===== config.mk =====
export PLATFORM = sky130hd
export DESIGN_NAME = ptstamp_unit
export DESIGN_NICKNAME = d
export VERILOG_FILES = /design/src/rtl/ptstamp_pkg.sv /design/src/rtl/ptstamp_slot.sv /design/src/rtl/ptstamp_read.sv /design/src/rtl/ptstamp_rebuild.sv /design/src/rtl/ptstamp_unit.sv
export SDC_FILE = /design/constraint.sdc
export NUM_CORES = 1
export LEC_CHECK = 0
export BUFFER_PORTS_ARGS = -buffer_cell sky130_fd_sc_hd__buf_2
export CAP_MARGIN = 20
export CORE_ASPECT_RATIO = 0.7
export CORE_MARGIN = 2
export CORE_UTILIZATION = 49
export DETAILED_ROUTE_END_ITERATION = 7
export PLACE_DENSITY = 0.82
export SLEW_MARGIN = 20
export SYNTH_ARGS = -nofsm -noshare
export SYNTH_HDL_FRONTEND = slang
export SYNTH_SLANG_ARGS = --single-unit

===== constraint.sdc =====
create_clock -name clk -period 2.71 [get_ports clk]
set_input_delay 0.4065 -clock clk [delete_from_list [all_inputs] [get_ports clk]]
set_output_delay 0.4065 -clock clk [all_outputs]
set_load 0.02 [all_outputs]

===== src/rtl/ptstamp_pkg.sv =====
package ptstamp_pkg;

    typedef enum logic {
        SLOT_EMPTY = 1'b0,
        SLOT_FRESH = 1'b1
    } slot_state_e;

    typedef enum logic {
        STAGE_IDLE = 1'b0,
        STAGE_OUT  = 1'b1
    } stage_state_e;

    // Width of the packed host word for a given partial-timestamp width
    function automatic int word_width(input int ts_bits);
        return (ts_bits <= 24) ? 32 : 64;
    endfunction

endpackage


===== src/rtl/ptstamp_slot.sv =====
module ptstamp_slot
    import ptstamp_pkg::*;
#(
    parameter int TS_BITS = 24
) (
    input  logic               clk,
    input  logic               rst_n,
    input  logic               cap,
    input  logic               clr,
    input  logic [TS_BITS-1:0] cnt_low,
    output logic               fresh,
    output logic [TS_BITS-1:0] ts
);

    slot_state_e state_q, state_d;

    always_ff @(posedge clk) begin
        if (!rst_n) begin
            state_q <= SLOT_EMPTY;
            ts      <= '0;
        end else begin
            state_q <= state_d;
            if (cap) ts <= cnt_low;
        end
    end

    always_comb begin
        state_d = state_q;
        unique case (state_q)
            SLOT_EMPTY: if (cap) state_d = SLOT_FRESH;
            SLOT_FRESH: if (!cap && clr) state_d = SLOT_EMPTY;
            default:    state_d = SLOT_EMPTY;
        endcase
    end

    always_comb begin
        fresh = (state_q == SLOT_FRESH);
    end

endmodule


===== src/rtl/ptstamp_read.sv =====
module ptstamp_read
    import ptstamp_pkg::*;
#(
    parameter int NUM_PORTS = 4,
    parameter int TS_BITS   = 24,
    parameter int WORD_W    = 32,
    parameter int PORT_W    = 2
) (
    input  logic                             clk,
    input  logic                             rst_n,
    input  logic                             rd_en,
    input  logic [PORT_W-1:0]                rd_port,
    input  logic [NUM_PORTS-1:0]             fresh_vec,
    input  logic [NUM_PORTS-1:0][TS_BITS-1:0] ts_vec,
    output logic [NUM_PORTS-1:0]             clr_vec,
    output logic                             rd_valid,
    output logic [WORD_W-1:0]                rd_word
);

    localparam int PAD_W = WORD_W - TS_BITS - 1;

    stage_state_e state_q, state_d;
    logic [WORD_W-1:0] word_d;
    logic              sel_fresh;
    logic [TS_BITS-1:0] sel_ts;

    // Per-port clear strobes
    for (genvar i = 0; i < NUM_PORTS; i++) begin : g_clr
        assign clr_vec[i] = rd_en && (rd_port == PORT_W'(i));
    end

    always_comb begin
        sel_fresh = 1'b0;
        sel_ts    = '0;
        for (int i = 0; i < NUM_PORTS; i++) begin
            if (clr_vec[i]) begin
                sel_fresh = fresh_vec[i];
                sel_ts    = ts_vec[i];
            end
        end
        word_d = {sel_ts, {PAD_W{1'b0}}, sel_fresh};
    end

    always_ff @(posedge clk) begin
        if (!rst_n) begin
            state_q <= STAGE_IDLE;
            rd_word <= '0;
        end else begin
            state_q <= state_d;
            if (rd_en) rd_word <= word_d;
        end
    end

    always_comb begin
        state_d = state_q;
        unique case (state_q)
            STAGE_IDLE: if (rd_en)  state_d = STAGE_OUT;
            STAGE_OUT:  if (!rd_en) state_d = STAGE_IDLE;
            default:    state_d = STAGE_IDLE;
        endcase
    end

    always_comb begin
        rd_valid = (state_q == STAGE_OUT);
    end

endmodule


===== src/rtl/ptstamp_rebuild.sv =====
module ptstamp_rebuild
    import ptstamp_pkg::*;
#(
    parameter int TS_BITS = 24,
    parameter int CLK_W   = 64
) (
    input  logic               clk,
    input  logic               rst_n,
    input  logic               valid_in,
    input  logic [TS_BITS-1:0] partial,
    input  logic [CLK_W-1:0]   now,
    output logic               valid_out,
    output logic [CLK_W-1:0]   full
);

    localparam logic [CLK_W-1:0] WRAP = CLK_W'(1) << TS_BITS;

    stage_state_e state_q, state_d;
    logic [CLK_W-1:0] spliced;
    logic             wrapped;
    logic [CLK_W-1:0] full_d;

    always_comb begin
        spliced = {now[CLK_W-1:TS_BITS], partial};
        wrapped = (now[TS_BITS-1:0] <= partial);
        full_d  = wrapped ? (spliced - WRAP) : spliced;
    end

    always_ff @(posedge clk) begin
        if (!rst_n) begin
            state_q <= STAGE_IDLE;
            full    <= '0;
        end else begin
            state_q <= state_d;
            if (valid_in) full <= full_d;
        end
    end

    always_comb begin
        state_d = state_q;
        unique case (state_q)
            STAGE_IDLE: if (valid_in)  state_d = STAGE_OUT;
            STAGE_OUT:  if (!valid_in) state_d = STAGE_IDLE;
            default:    state_d = STAGE_IDLE;
        endcase
    end

    always_comb begin
        valid_out = (state_q == STAGE_OUT);
    end

endmodule


===== src/rtl/ptstamp_unit.sv =====
module ptstamp_unit
    import ptstamp_pkg::*;
#(
    parameter int NUM_PORTS = 4,
    parameter int TS_BITS   = 24,
    localparam int WORD_W   = word_width(TS_BITS),
    localparam int PORT_W   = (NUM_PORTS > 1) ? $clog2(NUM_PORTS) : 1
) (
    input  logic                 clk,
    input  logic                 rst_n,
    input  logic [TS_BITS-1:0]   cnt_low,
    input  logic [NUM_PORTS-1:0] frame_sent,
    input  logic                 rd_en,
    input  logic [PORT_W-1:0]    rd_port,
    output logic                 rd_valid,
    output logic [WORD_W-1:0]    rd_word,
    input  logic                 rb_valid_in,
    input  logic [TS_BITS-1:0]   rb_partial,
    input  logic [63:0]          rb_now,
    output logic                 rb_valid_out,
    output logic [63:0]          rb_full
);

    logic [NUM_PORTS-1:0]              fresh_vec;
    logic [NUM_PORTS-1:0]              clr_vec;
    logic [NUM_PORTS-1:0][TS_BITS-1:0] ts_vec;

    for (genvar p = 0; p < NUM_PORTS; p++) begin : g_slot
        ptstamp_slot #(.TS_BITS(TS_BITS)) slot_i (
            .clk     (clk),
            .rst_n   (rst_n),
            .cap     (frame_sent[p]),
            .clr     (clr_vec[p]),
            .cnt_low (cnt_low),
            .fresh   (fresh_vec[p]),
            .ts      (ts_vec[p])
        );
    end

    ptstamp_read #(
        .NUM_PORTS (NUM_PORTS),
        .TS_BITS   (TS_BITS),
        .WORD_W    (WORD_W),
        .PORT_W    (PORT_W)
    ) read_i (
        .clk       (clk),
        .rst_n     (rst_n),
        .rd_en     (rd_en),
        .rd_port   (rd_port),
        .fresh_vec (fresh_vec),
        .ts_vec    (ts_vec),
        .clr_vec   (clr_vec),
        .rd_valid  (rd_valid),
        .rd_word   (rd_word)
    );

    ptstamp_rebuild #(
        .TS_BITS (TS_BITS),
        .CLK_W   (64)
    ) rebuild_i (
        .clk       (clk),
        .rst_n     (rst_n),
        .valid_in  (rb_valid_in),
        .partial   (rb_partial),
        .now       (rb_now),
        .valid_out (rb_valid_out),
        .full      (rb_full)
    );

endmodule


==> impl_metrics.yaml, run 1 <==
status:
  status: "completed"
cts:
  cts_tree: "yes"
  cts_sinks: 191
  clkLatencyLatePin_ns: 0.43
  path_clk_slew_ns: 0.07
  numCtsBuffers: 17
  cts_htree_levels: 4
  clk_path_buf_depth: 2
  clockRootBuffer: "clkbuf_16"
cells_and_area:
  area_growth_pct: 22.1
  final_area_um2: 11200
  num-nets-final: 1289
  final_cell_mix: "211 x buf_2, 191 x dfxtp_1, 145 x mux2i_1"
  multi_input_area_um2: 4990
  nFillCells: 1506
  antennaDiodeCount: 0
  final_common_cell: "buf_2"
  drive_above_1_share_pct: 27.7
  seq_area_um2: 3820
global_route:
  grt_max_degree: 123
  antenna_found_initial: 0
  first_global_vias: 7381
  grt_overflow_total: 0
  grt_first_pass_wirelength_um: 36700
  track_usage_pct: 22.9
floorplan:
  row_count: 41
  io_pins: 220
  floorplan.initialDensity_pct: 50.5
  dieArea_um2: 19900
  core-area_um2: 18200
  die_y_um: 119
  die_w_um: 168
synthesis:
  syn_area_per_cell_um2: 9.84
  synthTopCellsByArea: "dfxtp_1 42%, mux2i_1 16%, nor2b_1 9.6%, mux4_2 3.4%, ha_1 3.4%"
  synth_top_area_cell: "dfxtp_1"
  async_reset_ff_share_pct: 0
  synth_cell_types: 58
  ys_seq_area_share_pct: 41.5
  synth-seq-cells: 191
  synth_edf_count: 0
  synth_area_um2: 9200
  yosysTopAreaCellShare_pct: 41.5
  synth_cells: 935
  yosys_warnings: 0
  synth-main-ff-cell: "dfxtp_1"
sta:
  period_share_pct: 92.4
  skew_ns: 0.00869
  final_hold_viol_count: 0
  setup_viol: 0
  tightestPinTransition_ns: 0.897
  fin_crit_ns: 2.50
  max_freq_mhz: 399
  maxSlewHeadroom_pct: 40.2
  tns_ns: 0
  maxSlewViolCount: 0
  rsz0062_at_grt: "no"
power_and_ir_drop:
  peakVddDrop_mv: 0.354
  cell_internal_pwr_uw: 4850
  swShare_pct: 27.5
  p_sw_uw: 1840
  total_leakage_power_uw: 0.00509
  pwr-share-seq_pct: 45.8
  combPwrFrac_pct: 15.0
  power_density_nw_per_um2: 596
  clockPowerShare_pct: 39.1
route:
  dr.pass1.iters: 5
  vias: 7492
  post_drt_wl_per_cell_um: 16.5
  drc: 0
  vias_per_cell: 5.39
  totalWireLength_um: 23000
  ant_nets: 0
  drt-initial-drc-count: 557
job:
  cap_violations: 0
worst_setup_path:
  end_kind: "flip-flop"
  crit_type: "primary input to flip-flop"
  start_kind: "primary input"
  required_ns: 3.03
  path_max_fanout: 6
  cp_data_arrival_time_ns: 2.82
hold_path:
  min_path_type: "primary input to flip-flop"
placement:
  port_buffers: 212
  dpl_cell_area_um2: 10600
  dp.final_hpwl_um: 16400
  gp_congestion: 0.924
## power groups by stage
stage          Clock (µW)  Combinational (µW)  Sequential, µW
3_3_place_gp            0                 984            3120
3_5_place_dp            0                1010            3130
4_1_cts              2680                1010            3060
2_1_floorplan           0                 546            3220
5_1_grt              2790                1100            3080
6_report             2620                1010            3070
## cells in the mapped netlist, drive strengths merged (6+ instances only)
cell      n
nand2    58
nand3    11
ha       25
nand4     8
buf      16
a21oi    36
nor2     22
inv      31
mux2i   145
a21boi    8
nor3     14
nor2b   141
mux4     14
nor4      6
xnor2    20
dfxtp   191
o21ai    36
clkbuf   55
a211oi    8
or3       9
o211ai   12
o211a     6
## area by class of cell
type                            count  share of cell area (%)
Multi-Input combinational cell    648                    44.4
Tap cell                          236                    2.63
Clock buffer                       19                    3.94
Inverter                           31                    1.04
Timing Repair Buffer              253                    12.4
Sequential cell                   191                    34.0
Clock inverter                     13                    1.54
## routing by layer
metal | track usage, % | up-vias | share of wire (%)
met5 | 0 | - | 0
met4 | 5.43 | 0 | 1.0
met3 | 6.03 | 19 | 6.5
met2 | 36.1 | 246 | 44
met1 | 31.4 | 3549 | 48
li1 | - | 3678 | -
## critical path, cell delays in order
cell	delay, ns
buf_2	0.08
inv_1	0.03
ha_1	0.30
nand4_1	0.22
nor4_1	0.40
buf_4	0.19
o311ai_2	0.15
nand3_1	0.13
buf_4	0.18
a211oi_4	0.09
or3b_2	0.45
and4_1	0.19
## through the flow
stage | hold WS [ns] | std cells | setup slack (ns) | total power (µW) | utilization (%)
after floorplan | 0.440 | 941 | 0.0224 | 3760 | -
after global placement | 0.433 | 1359 | -0.270 | 4110 | 58.3
after detailed placement | 0.443 | 1359 | -0.342 | 4130 | 58.3
after global routing | 0.210 | 1391 | 0.0421 | 6970 | 61.7
after CTS | 0.203 | 1391 | 0.124 | 6760 | 61.6
final | 0.227 | 1391 | 0.206 | 6690 | 61.7
## path summary, 6_finish.rpt
kind / depth (start not counted) / endpoint / slack [ns] / from
max: 12 / rebuild_i.full[61] / 0.21 / rb_partial[22]
min: 2 / rebuild_i.full[43] / 0.23 / rb_now[43]
max reg2reg: 3 / read_i.rd_word[27] / 1.61 / g_slot[3].slot_i.ts[19]
min reg2reg: 2 / rebuild_i.full[52] / 0.46 / rebuild_i.full[52]
## sequential cells by signal (all words and copies together) (netlist names)
name / flops
read_i.rd_valid: 1
g_slot.slot_i.ts: 96
g_slot.slot_i.fresh: 4
read_i.rd_word: 25
rebuild_i.valid_out: 1
rebuild_i.full: 64
## timing repair
item / 4_1_cts / 5_1_grt
setup endpoints to repair: 0 / 9
setup buffers: 0 / 0
resized for setup: 0 / 1
endpoints found under the hold margin: 0 / 0
hold buffers: 0 / 0
## cells by family after synthesis
kind of cell | share of synthesized area [%]
AO/OA/AOI/OAI | 11.1
flip-flops | 41.5
buffers and inverters | 4.64
AND/OR/NAND/NOR | 18.0
other | 0.0407
XOR/XNOR | 1.90
adder cells (fa/ha/maj) | 3.40
multiplexers | 19.3
Power figures use the tool's default switching activity.
==> run 2, diff against run 1 <==
==> constraint.sdc (replaced) <==
create_clock -name clk -period 2.2 [get_ports clk]
set_input_delay 0.33 -clock clk [delete_from_list [all_inputs] [get_ports clk]]
set_output_delay 0.33 -clock clk [all_outputs]
set_load 0.02 [all_outputs]
==> run 2 against run 1 <==
Against the previous run:
- sequential cell count is the same
- core utilization rose by 5.3 points
- setup slack got worse by 0.22 ns
- routed wire length is 7.8% higher
- via count rose by 3.4%
- register-to-register slack worse by 0.51 ns
- first-iteration DRC count increased by 28%
- the flow now finishes with violations (negative setup slack)
- count of clock-buffer cells in the layout unchanged
==> impl_metrics.yaml, run 2 (synthesis results as in run 1) <==
sta:
  fin_ws_ns: -0.0139
  fin_crit_ns: 2.21
  period_share_pct: 101
  final_hold_viol_count: 0
  maxSlewHeadroom_pct: 58.7
  maxSlewViolCount: 0
  skew_ns: 0.00636
  max_freq_mhz: 452
  setup_viol: 1
  rsz0062_at_grt: "yes"
  whs_ns: 0.157
  tightestPinTransition_ns: 0.620
floorplan:
  io_pins: 220
  core-area_um2: 18200
  row_count: 41
  floorplan.initialDensity_pct: 50.5
  die_w_um: 168
  die_y_um: 119
  dieArea_um2: 19900
placement:
  dp.final_hpwl_um: 16900
  gp_congestion: 0.884
  port_buffers: 212
  dpl_cell_area_um2: 11200
status:
  status: "complete, but fails checks"
  failed_checks: "negative setup slack"
route:
  vias_per_cell: 5.38
  dr.pass1.iters: 5
  drt-initial-drc-count: 711
  post_drt_wl_per_cell_um: 17.2
  ant_nets: 0
  totalWireLength_um: 24800
  drc: 0
  vias: 7749
worst_setup_path:
  path_max_fanout: 5
  required_ns: 2.50
  path_buf_inv: 3
  reg2reg_slack_ns: 1.10
  end_kind: "flip-flop"
  critPathSlowestCell: "or3b_4"
  cp_data_arrival_time_ns: 2.52
  start_kind: "primary input"
  cp_slowest_stage_delay_ns: 0.37
  crit_type: "primary input to flip-flop"
  cpLargestDelayFamily: "simple AND/OR/NAND/NOR gates"
  worstPathCellList: "buf_8 > inv_4 > ha_4 > or3b_4 > or3_4 > nor4b_4 > buf_4 > nand3_4 > a2111oi_4 > xnor2_1 > o21ai_1"
hold_path:
  min_path_type: "primary input to flip-flop"
cells_and_area:
  seq_area_um2: 3820
  regMostFlops: "g_slot.slot_i.ts"
  final_common_cell: "buf_2"
  area_growth_pct: 32.6
  final_cell_mix: "203 x buf_2, 191 x dfxtp_1, 145 x mux2i_1"
  num-nets-final: 1337
  reg_top3: "g_slot.slot_i.ts (96), rebuild_i.full (64), read_i.rd_word (25)"
  largest_reg_flops: 96
  multi_input_area_um2: 5420
  drive_above_1_share_pct: 35.7
  nFillCells: 1386
  final_area_um2: 12200
  utilization_pct: 67.0
power_and_ir_drop:
  total_leakage_power_uw: 0.00543
  power_density_nw_per_um2: 685
  power_uw: 8360
  peakVddDrop_mv: 0.532
cts:
  cts_htree_levels: 4
  clockRootBuffer: "clkbuf_16"
  numCtsBuffers: 17
  cts_tree: "yes"
  clk_path_buf_depth: 2
  path_clk_slew_ns: 0.07
  clkLatencyLatePin_ns: 0.42
  cts_hold_buf: 0
  cts_sinks: 191
job:
  cap_violations: 0
global_route:
  first_global_vias: 7540
  grt_overflow_total: 0
  grt_first_pass_wirelength_um: 38400
  grt_max_degree: 145
  track_usage_pct: 23.8
  antenna_found_initial: 2
[run 2: what timing repair did]
item	CTS	global route
pin swaps	2	21
gates cloned	0	2
setup endpoints to repair	3	22
buffers inserted	3	17
resized for setup	5	43
hold endpoints to repair	0	0
[run 2: final cells by class]
cell class | instances | area share, %
repair buffers | 301 | 15.9
flip-flops and latches | 191 | 31.3
multi-input cells | 648 | 44.4
diodes | 1 | 0.0205
clock buffers | 19 | 3.63
inverters | 31 | 1.01
clock inverters | 13 | 1.22
well taps | 236 | 2.42
[run 2: final timing paths]
path                      startpoint            endpoint  cells past startpoint
max                       rb_now[24]  rebuild_i.full[48]                     11
min                       rb_now[51]  rebuild_i.full[51]                      2
max reg2reg  g_slot[3].slot_i.ts[23]  read_i.rd_word[31]                      3
min reg2reg       rebuild_i.full[31]  rebuild_i.full[31]                      2
[run 2: metal layers]
layer,global-route usage [%],vias to the layer above,routed length (µm)
li1,-,3780,-
met1,31.8,3695,11400
met2,38.3,241,11400
met3,6.56,31,1610
met4,5.82,2,359
met5,0,-,13
[run 2: where the power goes]
group          switching [µW]  total [µW]  internal [µW]
clock                    1400        3140           1730
sequential                108        3780           3670
combinational             779        1450            667
[run 2: through the flow]
step | std cells | setup WS [ns] | setup TNS (ns)
after floorplan | 941 | -0.209 | -2.29
after global placement | 1388 | -0.406 | -11.93
after detailed placement | 1388 | -0.469 | -14.12
after CTS | 1422 | 0.00342 | 0
after global routing | 1439 | -0.0799 | -0.641
final | 1440 | -0.0139 | -0.0139
